**src/rtl/lcd_sync_timer.sv**
```systemverilog
module lcd_sync_timer #(
  parameter int HW = 12,
  parameter int VW = 11
) (
  input  logic          clk,
  input  logic          rst_n,
  input  logic          sync_en,
  input  logic          mode_en,
  input  logic          run_set,
  input  logic          fifo_empty,
  input  logic [HW-1:0] cfg_htotal,
  input  logic [HW-1:0] cfg_hsync_w,
  input  logic [HW-1:0] cfg_hwait,
  input  logic [HW-1:0] cfg_hvalid,
  input  logic [VW-1:0] cfg_vtotal,
  input  logic [VW-1:0] cfg_vsync_w,
  input  logic [VW-1:0] cfg_vwait,
  input  logic [VW-1:0] cfg_vlines,
  input  logic          cfg_hs_hi,
  input  logic          cfg_vs_hi,
  input  logic          cfg_de_hi,
  input  logic          cfg_fall,
  output logic          hsync,
  output logic          vsync,
  output logic          de,
  output logic          launch_fall,
  output logic          pix_req,
  output logic          frame_done,
  output logic          run_busy,
  output logic [HW-1:0] pix_cnt,
  output logic [VW-1:0] line_cnt
);
  localparam int HX = HW + 2;
  localparam int VX = VW + 2;

  logic [HW-1:0] s_ht, s_hsw, s_hwt, s_hv;
  logic [VW-1:0] s_vt, s_vsw, s_vwt, s_vl;
  logic          s_hs_hi, s_vs_hi, s_de_hi, s_fall;
  logic [HW-1:0] hc;
  logic [VW-1:0] vc;
  logic          running;

  logic [HX-1:0] h_pos, h_beg, h_end;
  logic [VX-1:0] v_pos, v_beg, v_end;
  logic          h_last, v_last, wrap, load;
  logic          h_act, v_act, hs_on, vs_on;

  assign h_pos  = HX'(hc);
  assign v_pos  = VX'(vc);
  assign h_beg  = HX'(s_hsw) + HX'(s_hwt);
  assign h_end  = h_beg + HX'(s_hv);
  assign v_beg  = VX'(s_vsw) + VX'(s_vwt);
  assign v_end  = v_beg + VX'(s_vl);
  assign h_last = h_pos + HX'(1) >= HX'(s_ht);
  assign v_last = v_pos + VX'(1) >= VX'(s_vt);
  assign wrap   = h_last && v_last;
  assign load   = !sync_en || wrap;

  always_ff @(posedge clk or negedge rst_n) begin
    if (!rst_n) begin
      {s_ht, s_hsw, s_hwt, s_hv} <= '0;
      {s_vt, s_vsw, s_vwt, s_vl} <= '0;
      {s_hs_hi, s_vs_hi, s_de_hi, s_fall} <= '0;
    end else if (load) begin
      s_ht  <= cfg_htotal;
      s_hsw <= cfg_hsync_w;
      s_hwt <= cfg_hwait;
      s_hv  <= cfg_hvalid;
      s_vt  <= cfg_vtotal;
      s_vsw <= cfg_vsync_w;
      s_vwt <= cfg_vwait;
      s_vl  <= cfg_vlines;
      {s_hs_hi, s_vs_hi, s_de_hi, s_fall} <= {cfg_hs_hi, cfg_vs_hi, cfg_de_hi, cfg_fall};
    end
  end

  always_ff @(posedge clk or negedge rst_n) begin
    if (!rst_n) begin
      hc <= '0;
      vc <= '0;
    end else if (!sync_en) begin
      hc <= '0;
      vc <= '0;
    end else if (h_last) begin
      hc <= '0;
      vc <= v_last ? '0 : vc + VW'(1);
    end else begin
      hc <= hc + HW'(1);
    end
  end

  always_ff @(posedge clk or negedge rst_n) begin
    if (!rst_n)
      running <= 1'b0;
    else if (run_set && sync_en && mode_en)
      running <= 1'b1;
    else if (!mode_en && fifo_empty)
      running <= 1'b0;
  end

  assign hs_on = sync_en && (hc < s_hsw);
  assign vs_on = sync_en && (vc < s_vsw);
  assign h_act = (h_pos >= h_beg) && (h_pos < h_end);
  assign v_act = (v_pos >= v_beg) && (v_pos < v_end);

  assign pix_req     = sync_en && running && h_act && v_act;
  assign frame_done  = pix_req && (h_pos + HX'(1) == h_end) && (v_pos + VX'(1) == v_end);
  assign hsync       = ~(hs_on ^ s_hs_hi);
  assign vsync       = ~(vs_on ^ s_vs_hi);
  assign de          = ~(pix_req ^ s_de_hi);
  assign launch_fall = s_fall;
  assign run_busy    = running;
  assign pix_cnt     = hc;
  assign line_cnt    = vc;
endmodule

```
**config.mk**
```make
export PLATFORM = sky130hd
export DESIGN_NAME = lcd_sync_timer
export DESIGN_NICKNAME = d
export VERILOG_FILES = /design/src/rtl/lcd_sync_timer.sv
export SDC_FILE = /design/constraint.sdc
export NUM_CORES = 1
export LEC_CHECK = 0
export BUFFER_PORTS_ARGS = -buffer_cell sky130_fd_sc_hd__buf_2
export CORE_MARGIN = 4
export CORE_UTILIZATION = 40
export DETAILED_ROUTE_END_ITERATION = 10
export GPL_TIMING_DRIVEN = 0
export PLACE_DENSITY = 0.65
export SLEW_MARGIN = 25
export SYNTH_ARGS = -nofsm -noshare
export SYNTH_HDL_FRONTEND = slang
export SYNTH_SLANG_ARGS = --single-unit
```
**constraint.sdc**
```tcl
create_clock -name clk -period 15 [get_ports clk]
set_input_delay 4.5 -clock clk [delete_from_list [all_inputs] [get_ports clk]]
set_output_delay 4.5 -clock clk [all_outputs]
set_load 0.005 [all_outputs]
```
==> metrics, run 1 <==
HPWL after detailed placement=18.0 mm; routed wire length=22.9 mm; initial core utilization=41.1%; Peak VDD IR=0.0000694 V; die width=161 µm; post-synthesis cell count=902; P_sw=0.000639 W; Nets=1,299; I/O pin total=132; fmax=91.9 MHz; die height=161 µm; CTS clk-pin slew, worst paths=0.05 ns; Setup crit start kind=input port; Seq pwr share=23.4%; area of the core=0.0228 mm²; combinational share of power=50.6%; non-filler instance count after layout=1,378; Syn Std Cell Area=0.00938 mm²; Site Rows=55; TNS Setup=0 ns; drt pass-1 iters=5; CTS root buf=clkbuf_16; final antenna-violating net count=0; dpl cell area=0.0105 mm²; Final Skew=0.0103 ns; # DRC=0; crit path DAT=6.38 ns; input/output buffers=130; post-synthesis register bit count=120; Netlist cell types=65; number of buffers created by CTS=17; CTS tree=yes; post-synth top area share=32.0%; crit path max fanout=10; RSZ-0062 raised after global routing=false; period utilisation layout=72.5%; Area growth, synth to finish=18.1%; top cells by area, synth=dfrtp_1 (32%), ha_1 (19%), mux2_2 (8.0%), mux2_4 (4.6%), xnor2_1 (4.5%); post-synth top area cell=dfrtp_1; initial antenna violation count=0; clock power share=26.0%; clk sinks=120; Internal Dissipation=0.00105 W; leading cell type in the layout, fill and taps excluded=ha_1; vias per cell=5.21; post-cts resize count=0; H-tree levels=4; # Max-Cap Violations=0; grt ovf=0; final hold vios=0; Placed Cells=1,346; yosys warns=0; Die ar.=0.0260 mm²; CP Class=input port to primary output; syn_area_per_cell=10.4 µm²; critical path capture point type=primary output; Hold Buf Count CTS=0; via count=7,174; Period minus WS final=10.88 ns; Tot GR Track Use=17.9%; headroom to the max-slew limit=51.2%; Fill cells=2,196; Slew Limit Fails=0; pwr dens=152 mW/mm²; Final GP Congestion=0.827; Post-synth EDFFs=0; worst slew pin tran=0.721 ns; Min-Delay Path Class=register to register; first-pass GRT wire length=37.4 mm; most frequent cells in the layout=ha_1 (141), buf_2 (136), dfrtp_1 (120); R2R setup slack=10.95 ns; Sw Share=37.9%; diodes inserted=0; asr flop ratio synth=100%; maximum clock path buffer count=2; Leak Pwr=5.71 nW; latest clock arrival within the worst-skew pair=0.42 ns; Final setup violation count=0; Finished Cell Area=0.0111 mm²; Main synth FF type=dfrtp_1; drt wl/cell=16.6 µm; Syn Nets=1,149; share of cells above drive strength 1=26.5%; sequential area share after synthesis=32.0%; status=completed; Worst EP required=10.50 ns; largest net degree at the start of global routing=77; initial DRC count=312; vias in the first global route=7,333; Finished Core Util=48.5%; post-CTS setup buffers=0
## power groups by stage
stage,combinational (W),sequential (W),clock (W)
finish,0.000852,0.000393,0.000438
global route,0.000963,0.000399,0.000459
CTS,0.000857,0.000394,0.000448
detailed placement,0.000846,0.000399,0
global placement,0.000826,0.000398,0
floorplan,0.000668,0.000389,0
## worst max-delay path, cell delays in order
cell	delay, ns
buf_2	0.26
o211ai_1	0.18
a21oi_1	0.15
nand4_1	0.11
nor4b_1	0.67
and4_1	0.37
buf_2	0.14
## final timing paths
path,start,cells past startpoint,to
setup / recovery,sync_en,7,frame_done
hold / removal,launch_fall,1,launch_fall
setup reg to reg,pix_cnt[1],17,s_hsw[4]
hold reg to reg,launch_fall,1,launch_fall
max in group asynchronous,rst_n,2,s_vs_hi
min in group asynchronous,rst_n,1,s_ht[2]
## kinds of logic (layout without fill, tap and decap cells)
family | Yosys count | count (layout) | synth area share, %
AOI/OAI and AO/OA | 193 | 193 | 13.6
and+or+nand+nor | 151 | 151 | 8.48
adders and majority gates | 145 | 145 | 19.7
DFF | 120 | 120 | 32.0
buffers and inverters | 110 | 273 | 4.90
muxes | 99 | 99 | 13.0
xor gates and xnor gates | 84 | 84 | 8.36
## Yosys cell counts, drive strengths merged, types with 2 or more instances
cell,count
ha,141
dfrtp,120
inv,97
mux2,96
a21oi,53
xnor2,48
nor2,45
o21ai,35
xor2,33
a21o,29
nand3,17
nand4,15
nor3,14
nand2b,13
buf,12
nand2,11
o211ai,10
o21a,10
and3,9
nor2b,9
a31oi,8
o21bai,7
a211oi,6
a2111oi,4
a21boi,4
fa,4
nor4,4
or3,4
a211o,3
a32o,3
mux2i,3
o2111ai,3
o22ai,3
or2,3
xnor3,3
a311oi,2
and2,2
o41ai,2
## layout make-up
class	instances	area (µm²)	share of cell area, %
multi-input combinational	672	5920	53.4
sequential	120	3000	27.1
timing repair buffer	131	688	6.21
clock buffer	19	443	4.00
tap	313	392	3.53
inverter	97	364	3.29
clock inverter	13	178	1.60
buffer	13	95.1	0.858
## metrics by stage
stage | hold slack [ns] | setup WS [ns] | total power (W)
2_1_floorplan | 0.481 | 4.70 | 0.00106
3_3_place_gp | 0.492 | 4.05 | 0.00122
3_5_place_dp | 0.492 | 4.09 | 0.00124
4_1_cts | 0.507 | 4.08 | 0.00170
5_1_grt | 0.519 | 3.88 | 0.00182
6_report | 0.498 | 4.12 | 0.00168
## state kept, by name (all words and copies together), names as in the netlist
register     cells
s_vt            11
run_busy         1
s_hsw           12
s_hwt           12
s_hv            12
s_hs_hi          1
s_vs_hi          1
launch_fall      1
s_de_hi          1
s_ht            12
line_cnt        11
pix_cnt         12
s_vl            11
s_vsw           11
s_vwt           11
## layer usage
layer  share of wire [%]  up-vias  global-route usage (%)  wire, µm
li1                    -     3542                       -         -
met1                  46     3459                    23.2     10500
met4                 1.0        0                    4.07       232
met5                   0        -                       0         0
met2                  48      155                    30.9     11100
met3                 4.7       18                    3.57      1070
Note: power is estimated with default switching activity, not from simulation.
==> run 2: changes to the inputs <==
--- a/config.mk
+++ b/config.mk
@@ -10,7 +10,7 @@
 export CORE_UTILIZATION = 40
 export DETAILED_ROUTE_END_ITERATION = 10
 export GPL_TIMING_DRIVEN = 0
-export PLACE_DENSITY = 0.65
+export PLACE_DENSITY = 0.67
 export SLEW_MARGIN = 25
 export SYNTH_ARGS = -nofsm -noshare
 export SYNTH_HDL_FRONTEND = slang
==> constraint.sdc (replaced) <==
create_clock -name clk -period 9.7 [get_ports clk]
set_input_delay 2.91 -clock clk [delete_from_list [all_inputs] [get_ports clk]]
set_output_delay 2.91 -clock clk [all_outputs]
set_load 0.005 [all_outputs]
==> metrics, run 2 (synthesis results as in run 1) <==
wl on met1=10.5 mm; crit path max fanout=6; Die ar.=0.0260 mm²; fmax=114 MHz; die width=161 µm; Fill cells=2,125; clk sinks=120; final hold vios=0; I/O pin total=132; DP Worst Slack=1.33 ns; worst slew pin tran=0.739 ns; Nets=1,299; post-cts resize count=0; routed wire length=22.7 mm; Final GP Congestion=0.825; die height=161 µm; grt ovf=0; via count=7,064; CTS root buf=clkbuf_16; TNS Setup=0 ns; Placed Cells=1,346; number of buffers created by CTS=17; R2R setup slack=5.70 ns; crit path DAT=5.88 ns; Pwr Total=0.00259 W; post-CTS setup buffers=0; drt wl/cell=16.5 µm; crit path from=s_hsw[1]; drt pass-1 iters=7; Final setup violation count=0; R2R depth=17; Min-Delay Path Class=register to register; Final Skew=0.0122 ns; Internal Dissipation=0.00161 W; period utilisation layout=90.6%; H-tree levels=4; vias per cell=5.13; non-filler instance count after layout=1,378; Site Rows=55; first-pass GRT wire length=37.2 mm; P_sw=0.000979 W; Slew Limit Fails=0; worst setup path end=frame_done; combinational share of power=50.8%; diodes inserted=0; RSZ-0062 raised after global routing=false; Peak VDD IR=0.000111 V; area of the core=0.0228 mm²; Period minus WS final=8.79 ns; headroom to the max-slew limit=49.5%; Setup crit start kind=register; status=completed; HPWL after detailed placement=18.0 mm; share of cells above drive strength 1=26.3%; metal2 WL=10.7 mm; pwr dens=234 mW/mm²; Seq pwr share=23.5%; # DRC=0; worst r2r src=pix_cnt[1]; critical path capture point type=primary output; Leak Pwr=5.71 nW; Sw Share=37.8%; Top Layer Used=met4; leading cell type in the layout, fill and taps excluded=ha_1; maximum clock path buffer count=2; terminus of the critical flop-to-flop path=s_hsw[6]; Worst EP required=6.79 ns; input/output buffers=130; vias in the first global route=7,378; CTS clk-pin slew, worst paths=0.05 ns; largest net degree at the start of global routing=76; latest clock arrival within the worst-skew pair=0.42 ns; clock power share=25.8%; # Max-Cap Violations=0; CTS tree=yes; initial DRC count=414; CP Class=register to primary output; Area growth, synth to finish=18.0%; met3 WL=1.06 mm; final antenna-violating net count=0; initial core utilization=41.1%; Hold Buf Count CTS=0; final worst slack=0.914 ns; Tot GR Track Use=17.8%; initial antenna violation count=0; most frequent cells in the layout=ha_1 (141), buf_2 (136), dfrtp_1 (120)
==> run 2: per-layer routing <==
metal | vias up | GRT usage (%)
met5 | - | 0
met4 | 0 | 5.62
met3 | 28 | 3.32
met2 | 137 | 30.0
met1 | 3359 | 23.4
li1 | 3540 | -
==> run 2: area by class of cell <==
type / count / area [µm²] / area share (%)
Buffer: 13 / 95.1 / 0.859
Tap cell: 313 / 392 / 3.54
Inverter: 97 / 364 / 3.29
Sequential cell: 120 / 3000 / 27.1
Timing Repair Buffer: 131 / 688 / 6.22
Multi-Input combinational cell: 672 / 5920 / 53.5
Clock inverter: 8 / 118 / 1.06
Clock buffer: 24 / 492 / 4.44
==> run 2: stage by stage <==
stage | instance area [µm²] | utilization (%) | hold slack (ns)
floorplan | 9380 | - | 0.481
global placement | 10400 | 45.6 | 0.490
detailed placement | 10500 | 45.8 | 0.498
CTS | 11100 | 48.5 | 0.511
global route | 11100 | 48.5 | 0.528
finish | 11100 | 48.5 | 0.509
==> run 2: how the worst min path moves through the flow <==
stage                 from           to  slack, ns  depth (start not counted)
2_1_floorplan     s_ht[11]     s_ht[11]       0.48                          1
3_3_place_gp   launch_fall  launch_fall       0.49                          1
3_5_place_dp       s_ht[1]      s_ht[1]       0.50                          1
4_1_cts        launch_fall  launch_fall       0.51                          1
5_1_grt            s_ht[9]      s_ht[9]       0.53                          1
6_report       launch_fall  launch_fall       0.51                          1
==> run 2: power groups by stage <==
stage | sequential (W) | clock (W) | combinational [W]
global placement | 0.000614 | 0 | 0.00128
CTS | 0.000609 | 0.000680 | 0.00132
floorplan | 0.000601 | 0 | 0.00103
finish | 0.000608 | 0.000667 | 0.00132
global route | 0.000617 | 0.000703 | 0.00149
detailed placement | 0.000616 | 0 | 0.00131
==> run 2: critical path: stages (launching register included) <==
cell and delay [ns]:
dfrtp_1 0.43, ha_1 0.31, a21o_1 0.17, a21oi_1 0.22, o21bai_1 0.12, a211o_1 0.30, a31oi_1 0.26, nor2b_1 0.09
o21a_1 0.19, nor2_1 0.17, xnor2_1 0.16, ha_1 0.33, and3_1 0.20, a221oi_1 0.28, o21ai_0 0.17, a21oi_1 0.25
xnor2_1 0.20, ha_1 0.30, a21oi_1 0.12, a21oi_1 0.10, nor4b_1 0.61, and4_1 0.35, buf_2 0.14
==> run 3: changes to the inputs <==
--- a/config.mk
+++ b/config.mk
@@ -6,11 +6,14 @@
 export NUM_CORES = 1
 export LEC_CHECK = 0
 export BUFFER_PORTS_ARGS = -buffer_cell sky130_fd_sc_hd__buf_2
+export CAP_MARGIN = 40
+export CELL_PAD_IN_SITES_DETAIL_PLACEMENT = 2
+export CELL_PAD_IN_SITES_GLOBAL_PLACEMENT = 2
 export CORE_MARGIN = 4
-export CORE_UTILIZATION = 40
+export CORE_UTILIZATION = 34
 export DETAILED_ROUTE_END_ITERATION = 10
 export GPL_TIMING_DRIVEN = 0
-export PLACE_DENSITY = 0.67
+export PLACE_DENSITY = 0.83
 export SLEW_MARGIN = 25
 export SYNTH_ARGS = -nofsm -noshare
 export SYNTH_HDL_FRONTEND = slang
==> metrics, run 3 (synthesis results as in run 1) <==
status=completed; vias per cell=5.34; Site Rows=60; routed wire length=29.6 mm; Die ar.=0.0303 mm²; Nets=1,300; I/O pin total=132; CTS clk-pin slew, worst paths=0.06 ns; period utilisation layout=91.5%; input/output buffers=130; Finished Core Util=41.0%; Leak Pwr=5.70 nW; Period minus WS final=8.87 ns; grt ovf=0; CTS tree=yes; Final setup violation count=0; Final Skew=0.0138 ns; # Max-Cap Violations=0; most frequent cells in the layout=ha_1 (141), buf_2 (136), dfrtp_1 (120); CP Class=register to primary output; post-CTS setup buffers=0; final hold vios=0; TNS Setup=0 ns; largest net degree at the start of global routing=84; post-cts resize count=0; Tot GR Track Use=19.9%; die height=174 µm; Min-Delay Path Class=register to register; leading cell type in the layout, fill and taps excluded=ha_1; drt pass-1 iters=4; Worst EP required=6.79 ns; Setup crit start kind=register; fmax=113 MHz; Slew Limit Fails=0; RSZ-0062 raised after global routing=false; share of cells above drive strength 1=26.4%; Final GP Congestion=0.810; critical path capture point type=primary output; R2R setup slack=5.53 ns; Finished Cell Area=0.0111 mm²; non-filler instance count after layout=1,407; Peak VDD IR=0.000133 V; # DRC=0; Placed Cells=1,374; crit path DAT=5.96 ns; drt wl/cell=21.0 µm; maximum clock path buffer count=2; area of the core=0.0270 mm²; dpl cell area=0.0105 mm²; initial DRC count=261; Hold Buf Count CTS=0; Fill cells=2,904; die width=174 µm; via count=7,520; latest clock arrival within the worst-skew pair=0.43 ns; clk sinks=120; vias in the first global route=8,657; HPWL after detailed placement=22.5 mm; initial antenna violation count=1; H-tree levels=4; number of buffers created by CTS=17; crit path max fanout=6; headroom to the max-slew limit=47.8%; initial core utilization=34.7%; CTS root buf=clkbuf_16; Area growth, synth to finish=18.2%; worst slew pin tran=0.781 ns; pwr dens=243 mW/mm²; Fin Hold WS=0.504 ns; final antenna-violating net count=0; first-pass GRT wire length=48.1 mm
[run 3: changes by cell type in the layout (fill, tap and decap cells not counted)]
cell | previous run | this run
a2111oi_0 | 4 | 3
bufinv_16 | 3 | 2
a2111oi_1 | 0 | 1
clkbuf_2 | 0 | 1
diode_2 | 0 | 1
clkbuf_1 | 4 | 3
clkinvlp_4 | 1 | 2
[run 3: area by class of cell]
class	instances	area [µm²]	area share [%]
flip-flops and latches	120	3000	27.1
well taps	341	427	3.85
clock inverters	8	95.1	0.858
inverters	97	364	3.28
plain buffers	13	95.1	0.858
multi-input cells	672	5920	53.4
repair buffers	132	693	6.25
clock buffers	23	488	4.40
diodes	1	2.50	0.0226
[run 3: routing by layer]
| metal | track usage (%) | part of all wire, % | vias up |
|---|---|---|---|
| li1 | - | - | 3536 |
| met1 | 23.1 | 42 | 3817 |
| met2 | 37.8 | 53 | 137 |
| met3 | 3.22 | 3.3 | 30 |
| met4 | 5.21 | 1.7 | 0 |
| met5 | 0 | 0 | - |
[run 3: path summary, 6_finish.rpt]
path,startpoint,endpoint,depth (start not counted)
min in group asynchronous,rst_n,s_ht[3],1
worst max-delay path,s_hsw[1],de,23
worst min register to register,launch_fall,launch_fall,1
worst min-delay path,launch_fall,launch_fall,1
max in group asynchronous,rst_n,s_hsw[11],2
worst max register to register,pix_cnt[2],s_hsw[8],17
[run 3: per-stage QoR]
stage | total power [W] | setup slack, ns
2_1_floorplan | 0.00163 | 2.12
3_3_place_gp | 0.00192 | 1.18
3_5_place_dp | 0.00202 | 1.13
4_1_cts | 0.00272 | 0.452
5_1_grt | 0.00292 | 0.404
6_report | 0.00270 | 0.827
[run 3: worst max-delay path: stages, from the launching register on]
cell and delay, ns:
dfrtp_1 0.44, ha_1 0.32, a21o_1 0.17, a21oi_1 0.23, o21bai_1 0.14, a211o_1 0.33, a31oi_1 0.30, nor2b_1 0.11
o21a_1 0.20, nor2_1 0.22, xnor2_1 0.19, ha_1 0.35, and3_1 0.20, a221oi_1 0.29, o21ai_0 0.18, a21oi_1 0.26
xnor2_1 0.20, ha_1 0.31, a21oi_1 0.14, a21oi_1 0.10, nor4b_1 0.40, clkbuf_2 0.22, xnor2_1 0.12, buf_2 0.13
[run 3: where the power goes]
part	leakage (nW)	internal, W	switching (W)
registers	1.45	0.000562	0.0000499
clock network	0.285	0.000402	0.000249
logic	3.97	0.000633	0.000801
